==> config.mk <==
export PLATFORM = sky130hd
export DESIGN_NAME = sadc_frame_seq
export DESIGN_NICKNAME = d
export VERILOG_FILES = /design/src/rtl/sadc_frame_seq.sv
export SDC_FILE = /design/constraint.sdc
export NUM_CORES = 1
export LEC_CHECK = 0
export ABC_AREA = 1
export BUFFER_PORTS_ARGS = -buffer_cell sky130_fd_sc_hd__buf_2
export CAP_MARGIN = 0
export CORE_MARGIN = 8
export CORE_UTILIZATION = 38
export CTS_BUF_LIST = sky130_fd_sc_hd__clkbuf_4 sky130_fd_sc_hd__clkbuf_8
export DETAILED_ROUTE_END_ITERATION = 16
export PLACE_DENSITY = 0.57
export SYNTH_ARGS = -nofsm -noshare
export SYNTH_HDL_FRONTEND = slang
export SYNTH_SLANG_ARGS = --single-unit
==> constraint.sdc <==
create_clock -name clk -period 3.1 [get_ports clk]
set_input_delay 0.155 -clock clk [delete_from_list [all_inputs] [get_ports clk]]
set_output_delay 0.155 -clock clk [all_outputs]
set_load 0.02 [all_outputs]
==> src/rtl/sadc_frame_seq.sv <==
module sadc_frame_seq #(
  parameter int DATA_W     = 8,
  parameter int FRAME_LEN  = 16,
  parameter int CONV_EDGES = 6
) (
  input  logic              clk,
  input  logic              pwr_down,
  input  logic              ser_in,
  output logic              ser_out,
  output logic [DATA_W-1:0] result,
  output logic              result_valid,
  output logic              frame_irq
);
  localparam int CW       = $clog2(FRAME_LEN);
  localparam int FIRST_I  = CONV_EDGES - 1;
  localparam int LASTB_I  = FIRST_I + DATA_W - 1;
  localparam logic [CW-1:0] FIRST_C = CW'(FIRST_I);
  localparam logic [CW-1:0] LASTB_C = CW'(LASTB_I);
  localparam logic [CW-1:0] VALID_C = CW'(LASTB_I + 1);
  localparam logic [CW-1:0] END_C   = CW'(FRAME_LEN - 1);

  logic [CW-1:0]     cnt;
  logic [DATA_W-2:0] shreg;
  logic              in_window;

  assign in_window    = (cnt >= FIRST_C) && (cnt <= LASTB_C);
  assign result_valid = (cnt == VALID_C);
  assign frame_irq    = (cnt == END_C);

  always_ff @(posedge clk or posedge pwr_down)
    if (pwr_down)           cnt <= '0;
    else if (cnt == END_C)  cnt <= '0;
    else                    cnt <= cnt + 1'b1;

  always_ff @(negedge clk or posedge pwr_down)
    if (pwr_down) ser_out <= 1'b0;
    else          ser_out <= in_window ? ser_in : 1'b0;

  always_ff @(posedge clk or posedge pwr_down)
    if (pwr_down)
      shreg <= '0;
    else if ((cnt >= FIRST_C) && (cnt < LASTB_C))
      shreg <= {shreg[DATA_W-3:0], ser_out};

  always_ff @(posedge clk)
    if (!pwr_down && cnt == LASTB_C)
      result <= {shreg, ser_out};
endmodule


After elaboration in Yosys (flattened, before gate mapping)
Index checks and enable logic that the tools add are counted.

Flip-flop bits (word level): 20. Input port bits: 3. Output and inout bits: 11. Word-level logic and storage cells: 17.

$add $sub $neg: 1. $lt $le $gt $ge: 3. Equality and inequality tests: 3. Muxes and demuxes: 2. Reduce and logical (&&, ||, !) cells: 4.

Operators with widths (number): $eq 4x4->1 const B (3); $add 4x1->4 const B (1); $ge 4x3->1 const B (1); $le 4x4->1 const B (1); $lt 4x4->1 const B (1); $mux 4 (1); $logic_and 1x1->1 (3); $logic_not 1->1 (1); $mux 1 (1).

Longest topological paths before layout
Gate-level depths: netlist (run 1).

Word-level depth: 3. Depth in mapped cells: 9. Mapped depth without buffers: 9.

==> results of run 1 <==
critical path, cell delays in order (launching register included):
cell	delay (ns)
dfrtp_1	0.42
inv_1	0.07
ha_1	0.23
o21ai_0	0.16
a21oi_1	0.05
per-layer routing:
metal / track usage [%] / vias to the layer above / wire length, um
met2: 11.06 / 16 / 557
met5: 0 / - / 0
li1: - / 264 / -
met1: 9.325 / 235 / 550
met3: 4.321 / 2 / 124
met4: 3.896 / 0 / 12
placed cells by master, fill, tap and decap left out, types with 3 or more instances in the layout:
cell and n:
buf_2 13, clkbuf_4 3, dfrtp_1 11, edfxtp_1 8
ha_1 3, inv_1 9, nand2_1 19, nand2_2 3
nand3_1 7, nor2_1 4, o21ai_0 3
logic make-up after synthesis:
| logic type | Yosys count | synth area share (%) |
|---|---|---|
| AO/OA/AOI/OAI | 4 | 2.491 |
| XOR/XNOR | 1 | 1.091 |
| adder cells (fa/ha/maj) | 3 | 4.673 |
| buffers and inverters | 10 | 5.607 |
| flip-flops | 20 | 67.29 |
| AND/OR/NAND/NOR | 34 | 18.85 |
worst min path at each step:
| stage | slack [ns] | to | cells past startpoint | startpoint |
|---|---|---|---|---|
| 2_1_floorplan | 0.03 | cnt[0]$_DFF_PP0_ | 1 | pwr_down |
| 3_3_place_gp | 0.15 | cnt[1]$_DFF_PP0_ | 3 | pwr_down |
| 3_5_place_dp | 0.15 | cnt[1]$_DFF_PP0_ | 3 | pwr_down |
| 4_1_cts | 0.35 | cnt[0]$_DFF_PP0_ | 4 | pwr_down |
| 5_1_grt | 0.39 | cnt[0]$_DFF_PP0_ | 4 | pwr_down |
| 6_report | 0.36 | cnt[0]$_DFF_PP0_ | 4 | pwr_down |
state kept, by name, indices dropped and copies added, names as in the netlist:
name,count
shreg,7
result,8
ser_out,1
cnt,4
power groups by stage:
| stage | combinational (W) | sequential, W | clock (W) |
|---|---|---|---|
| after detailed placement | 0.00000928 | 0.000287 | 0 |
| final | 0.00000979 | 0.000282 | 0.000208 |
| after CTS | 0.0000103 | 0.000282 | 0.000217 |
| after floorplan | 0.00000568 | 0.000286 | 0 |
| after global routing | 0.0000119 | 0.000283 | 0.000224 |
| after global placement | 0.00000926 | 0.000287 | 0 |
through the flow:
| step | util (%) | cell area [um2] |
|---|---|---|
| floorplan | - | 803.3 |
| global placement | 45.33 | 898.4 |
| detailed placement | 45.33 | 898.4 |
| CTS | 48.48 | 960.9 |
| global route | 48.48 | 960.9 |
| finish | 48.48 | 960.9 |
final cells by class:
| class | count | area [um2] |
|---|---|---|
| fillers | 200 | 1021 |
| flip-flops and latches | 20 | 540.5 |
| multi-input cells | 42 | 217.7 |
| repair buffers | 15 | 82.58 |
| inverters | 9 | 33.78 |
| well taps | 27 | 33.78 |
| clock inverters | 1 | 30.03 |
| clock buffers | 3 | 22.52 |
==> results.cfg, run 1 <==
[route]
ant_nets = 0
wire_per_inst_um = 10.64
viasPerCell = 4.419
drt_iter0_markers = 11
dr.pass1.iters = 4
drc = 0
wl_um = 1245
via_count = 517

[floorplan]
dieArea_mm2 = 0.003841
io_pins = 14
die_x_um = 61.98
fp-row-count = 16
core-area_mm2 = 0.001982
die_h_um = 61.98
initial_utilization_pct = 40.53

[clock_network]
htreeDepth = 1
cts_made_buffers = 3
insertion_delay_ns = 0.30
cts_buffer_depth = 2
cts_resized = 0
path_clk_slew_ns = 0.11
cts_tree = done
post_cts.repair.setup_buffers = 0
cts_root_buf = clkbuf_4
cts.sinks = 20
holdBufCountCts = 1

[outcome]
status = finished clean

[final_layout]
antennaDiodeCount = 0
drive_above_1_share_pct = 24.44
finalNonFillerCells = 117
nNetsFinal = 97
syn2layout_area_growth_pct = 19.63

[global_route]
grt_max_degree = 15
grt_pass1_wl_um = 2118
overflow = 0
grt_pass1_vias = 470
grt_use_total_pct = 7.826
antenna_found_initial = 0

[critical_path]
r2r_end = ser_out$_DFF_NP0_
worstReg2RegStart = cnt[0]$_DFF_PP0_
crit_end = ser_out$_DFF_NP0_
reg2reg_slack_ns = 0.47
worstSetupPathType = reg2reg
cp-startpoint = cnt[0]$_DFF_PP0_
cp_data_arrival_time_ns = 1.23
rr_worst_depth = 4
startpoint_type = flop
cp.required_ns = 1.70
cp_max_fo = 4
end_kind = flop

[place]
dp_hpwl_um = 904.9
gp_congestion = 0.7415
port_buffers = 13
dp_slack_ns = 0.5061
dp.cells = 112

[sta]
worst_slew_pin_slew_ns = 0.6596
finalSetupTns_ns = 0
hold_viol = 0
drv_slew = 0
skew_ns = 0.009218
fin_hold_ws_ns = 0.3626
relSlewSlack_pct = 55.86
rsz0062_at_grt = no
setup_ws_ns = 0.4709
setup_viol = 0

[yosys]
netlist_instances = 72
syn_avg_cell_area_um2 = 11.16
synthTopCellsByCount = 19 x nand2_1, 11 x dfrtp_1, 9 x inv_1, 8 x edfxtp_1, 7 x nand3_1
synth_edf_count = 8
yosysTopAreaCell = dfrtp_1
netlist_area_um2 = 803.3
async_flop_share_pct = 60.00
ys_ff_latch = 20
yosysMostFrequentCell = nand2_1
ys_warn_count = 0
synth_cell_types = 14
ys_top_cells_by_area = dfrtp_1 34%, edfxtp_1 30%, nand2_1 8.9%
seq_area_frac_synth_pct = 67.29
synth-main-ff-cell = dfrtp_1
synth_top_area_share_pct = 34.27
synth_nets = 78

[pwr]
internal_power_w = 0.0004138
peakVddDrop_mv = 0.4913
p_total_w = 0.0004992
p_per_area_mw_per_mm2 = 519.5
clock_power_share_pct = 41.6
leakage_nw = 0.4874
switchingPower_w = 0.00008543
pwr-share-comb_pct = 2.0
p_seq_share_pct = 56.5
power.share.switching_pct = 17.11

[job]
maxCapViolations = 0

[min_path]
hold_class = in2async
(Power assumes the default switching activity.)
==> run 2, diff against run 1 <==
Settings changed: PLACE_DENSITY 0.57 to 0.59.
Clock period 3.1 ns to 2.4 ns, I/O delays scaled along.
==> run 2 against run 1 <==
- sequential share of layout area up 0.89 points
- clock-buffer cell count up 1
- sequential power rose by 29%
- first-iteration DRC count fell by 18%
- final cell count increased by 0.85%
- sequential cell count unchanged
- critical path type unchanged
- critical endpoint unchanged
- largest cell class unchanged
==> results.cfg, run 2 (synthesis gave the netlist of run 1 again) <==
[outcome]
status = finished clean

[global_route]
grt_max_degree = 14
overflow = 0
grt_use_total_pct = 8.468
grt_pass1_wl_um = 2297
antenna_found_initial = 0
grt_pass1_vias = 556

[clock_network]
cts_tree = done
cts_buffer_depth = 2
insertion_delay_ns = 0.29
cts.sinks = 20
cts_made_buffers = 3
path_clk_slew_ns = 0.11
cts_root_buf = clkbuf_4
htreeDepth = 1
post_cts.repair.setup_buffers = 0

[floorplan]
fp-row-count = 16
die_x_um = 61.98
die_h_um = 61.98
dieArea_mm2 = 0.003841
core-area_mm2 = 0.001982
io_pins = 14
initial_utilization_pct = 40.53

[route]
drc = 0
dr.pass1.iters = 4
wire_per_inst_um = 11.24
ant_nets = 0
via_count = 531
wl_um = 1326
viasPerCell = 4.500
drt_iter0_markers = 9

[sta]
skew_ns = 0.001923
relSlewSlack_pct = 55.97
setup_viol = 0
worst_slew_pin_slew_ns = 0.6580
fin_hold_ws_ns = 0.2369
hold_viol = 0
drv_slew = 0
rsz0062_at_grt = no
finalSetupTns_ns = 0

[pwr]
peakVddDrop_mv = 0.2970
leakage_nw = 0.4820
p_per_area_mw_per_mm2 = 583.0

[critical_path]
startpoint_type = flop
cp.required_ns = 1.34
cp_max_fo = 4
cp_data_arrival_time_ns = 1.25
worstSetupPathType = reg2reg
end_kind = flop

[final_layout]
n_fill_cell = 187
final_common_cell = nand2_1
top_register = result
multi_input_area_um2 = 217.7
largest_reg_flops = 8
final_cell_mix = 19 x nand2_1, 13 x buf_2, 11 x dfrtp_1
syn2layout_area_growth_pct = 17.76
nNetsFinal = 98
reg.largest.list = result (8), shreg (7), cnt (4)
drive_above_1_share_pct = 25.27
seq_area_um2 = 540.5
antennaDiodeCount = 0

[job]
maxCapViolations = 0

[place]
dp_hpwl_um = 978.2
port_buffers = 13
gp_congestion = 0.7194

[min_path]
hold_class = in2async
## run 2: cell count changes in the layout (fill, tap and decap cells not counted), sizes merged
cell / delta
buf: +1
bufinv: -1
clkbuf: +1
## run 2: worst paths after layout
kind	start	to	slack, ns	depth (start not counted)
min in group clk	shreg[6]$_DFFE_PP0P_	result[7]$_DFFE_PP_	0.46	0
hold reg to reg	shreg[6]$_DFFE_PP0P_	result[7]$_DFFE_PP_	0.46	0
max in group asynchronous	pwr_down	ser_out$_DFF_NP0_	0.89	3
hold / removal	pwr_down	shreg[0]$_DFFE_PP0P_	0.24	3
setup / recovery	cnt[0]$_DFF_PP0_	ser_out$_DFF_NP0_	0.09	4
setup reg to reg	cnt[0]$_DFF_PP0_	ser_out$_DFF_NP0_	0.09	4
## run 2: through the flow
step | power (W) | setup slack (ns) | area [um2] | util (%) | cells
6_report | 0.0005514 | 0.09325 | 945.9 | 47.73 | 118
5_1_grt | 0.0005765 | 0.06404 | 945.9 | 47.73 | 118
4_1_cts | 0.0005579 | 0.1129 | 945.9 | 47.73 | 118
3_5_place_dp | 0.0003838 | 0.1338 | 905.9 | 45.71 | 113
3_3_place_gp | 0.0003832 | 0.1962 | 905.9 | 45.71 | 113
2_1_floorplan | 0.0003774 | 0.2181 | 803.3 | - | 72
## run 2: layout make-up
cell class                      count  share of cell area (%)
Multi-Input combinational cell     42                   23.02
Tap cell                           27                   3.571
Sequential cell                    20                   57.14
Clock buffer                        4                   3.175
Inverter                            9                   3.571
Timing Repair Buffer               16                   9.524
## run 2: repair_timing
item / CTS / global route
hold endpoints to repair: 11 / 0
setup endpoints to repair: 0 / 0
hold buffers: 1 / 0
resized for setup: 0 / 0
## run 2: critical path: stages, from the launching register on
cell and delay [ns]:
dfrtp_1 0.40, inv_1 0.07, ha_1 0.23, o21ai_0 0.20, a21oi_1 0.06
## run 2: per-layer routing
layer	GRT usage [%]	vias to the layer above	share of wire, %
met5	0	-	0
met4	7.468	0	3.1
met3	3.086	5	7.9
met2	14.16	15	47
met1	7.985	246	42
li1	-	265	-
## run 2: power breakdown
part	total, W	switching, W	internal (W)	leakage, nW
logic	0.0000134	0.00000790	0.00000553	0.243
clock network	0.000174	0.0000980	0.0000760	0.0184
registers	0.000364	0.00000387	0.000360	0.221
==> run 3, diff against run 2 <==
==> constraint.sdc (replaced) <==
create_clock -name clk -period 2.4 [get_ports clk]
set_input_delay 0.24 -clock clk [delete_from_list [all_inputs] [get_ports clk]]
set_output_delay 0.24 -clock clk [all_outputs]
set_load 0.02 [all_outputs]
==> run 3 against run 2 <==
- worst setup slack lost 0.019 ns
- non-clock buffer count grew 1
- routed wire length grew 1.8%
- sequential cell count is the same
- die area is the same
- clock-buffer cell count shrank 1
- global-route usage grew 0.20 points
==> results.cfg, run 3 (synthesis gave the netlist of run 1 again) <==
[route]
wl_um = 1350
drt_iter0_markers = 6
dr.pass1.iters = 2
viasPerCell = 4.462
ant_nets = 0
via_count = 531
wire_per_inst_um = 11.34
drc = 0

[critical_path]
rr_worst_depth = 4
path_buf_inv = 1
cp_data_arrival_time_ns = 2.09
end_kind = output port
crit_chain = buf_2
worstSetupPathType = reg2out
critPathTopFamily = flip-flops
startpoint_type = flop
cp_max_fo = 3
slowest_delay_ns = 0.43
cp.required_ns = 2.16
cp.depth = 1
slowest_stage = dfrtn_1

[pwr]
internal_power_w = 0.0004260
switchingPower_w = 0.0001064
peakVddDrop_mv = 0.3029
p_per_area_mw_per_mm2 = 560.7
clock_power_share_pct = 29.2
power.share.switching_pct = 19.99
pwr-share-comb_pct = 2.5
leakage_nw = 0.4844
p_seq_share_pct = 68.4

[place]
dp_hpwl_um = 1006
dp.cells = 114
gp_congestion = 0.7003
port_buffers = 13
dp_slack_ns = 0.1357

[clock_network]
cts_tree = done
cts_buffer_depth = 2
insertion_delay_ns = 0.29
post_cts.repair.setup_buffers = 0
path_clk_slew_ns = 0.10
htreeDepth = 1
cts_made_buffers = 3
cts_root_buf = clkbuf_4
cts.sinks = 20

[sta]
skew_ns = 0.003581
drv_slew = 0
finalSetupTns_ns = 0
setup_viol = 0
hold_viol = 0
setup_ws_ns = 0.07463
relSlewSlack_pct = 81.43
worst_slew_pin_slew_ns = 0.2775
rsz0062_at_grt = no

[final_layout]
drive_above_1_share_pct = 25.00
final_cell_mix = 19 x nand2_1, 13 x buf_2, 11 x dfrtp_1
nNetsFinal = 99
antennaDiodeCount = 0
syn2layout_area_growth_pct = 18.22
final_common_cell = nand2_1
largest_reg_flops = 8
reg.largest.list = result (8), shreg (7), cnt (4)
finalNonFillerCells = 119
top_register = result

[global_route]
grt_use_total_pct = 8.666
antenna_found_initial = 0
grt_pass1_vias = 598
grt_max_degree = 14
grt_pass1_wl_um = 2435
overflow = 0

[job]
maxCapViolations = 0

[floorplan]
io_pins = 14
dieArea_mm2 = 0.003841
initial_utilization_pct = 40.53
fp-row-count = 16
die_h_um = 61.98
core-area_mm2 = 0.001982
die_x_um = 61.98

[outcome]
status = finished clean

[min_path]
hold_class = in2async
run 3: final cells by class:
type | count | area (um2)
Fill cell | 182 | 1032
Multi-Input combinational cell | 42 | 217.7
Inverter | 9 | 33.78
Timing Repair Buffer | 17 | 97.59
Clock buffer | 3 | 22.52
Tap cell | 27 | 33.78
Clock inverter | 1 | 3.754
Sequential cell | 20 | 540.5
run 3: per-layer routing:
metal  vias to the layer above  wire length, um  global-route usage, %
li1                        271                -                      -
met1                       248              614                  9.413
met2                        10              632                  14.45
met3                         2               90                  2.675
met4                         0               12                  5.195
met5                         -                0                      0
run 3: power groups by stage:
stage                     clock [W]  sequential (W)  combinational, W
after CTS                  0.000163        0.000364         0.0000135
final                      0.000155        0.000364         0.0000131
after global routing       0.000183        0.000365         0.0000154
after detailed placement          0        0.000371         0.0000122
after floorplan                   0        0.000370        0.00000734
after global placement            0        0.000371         0.0000121
run 3: per-stage QoR:
step	power, W	utilization [%]	area, um2	hold WS [ns]
2_1_floorplan	0.0003774	-	803.3	0.1127
6_report	0.0005324	47.92	949.7	0.4094
3_3_place_gp	0.0003831	46.09	913.4	0.1849
3_5_place_dp	0.0003836	46.09	913.4	0.1800
4_1_cts	0.0005409	47.92	949.7	0.4066
5_1_grt	0.0005635	47.92	949.7	0.4051
run 3: path summary, 6_finish.rpt:
check	slack (ns)	to	startpoint
min	0.41	cnt[0]$_DFF_PP0_	pwr_down
max in group asynchronous	0.66	ser_out$_DFF_NP0_	pwr_down
min reg2reg	0.47	result[7]$_DFFE_PP_	shreg[6]$_DFFE_PP0P_
max reg2reg	0.11	ser_out$_DFF_NP0_	cnt[0]$_DFF_PP0_
min in group clk	0.47	result[7]$_DFFE_PP_	shreg[6]$_DFFE_PP0P_
max	0.07	ser_out	ser_out$_DFF_NP0_
run 3: timing repair:
action,CTS,global route
gates resized for setup,0,0
hold buffers,1,0
endpoints found under the hold margin,4,0
setup endpoints to repair,0,0
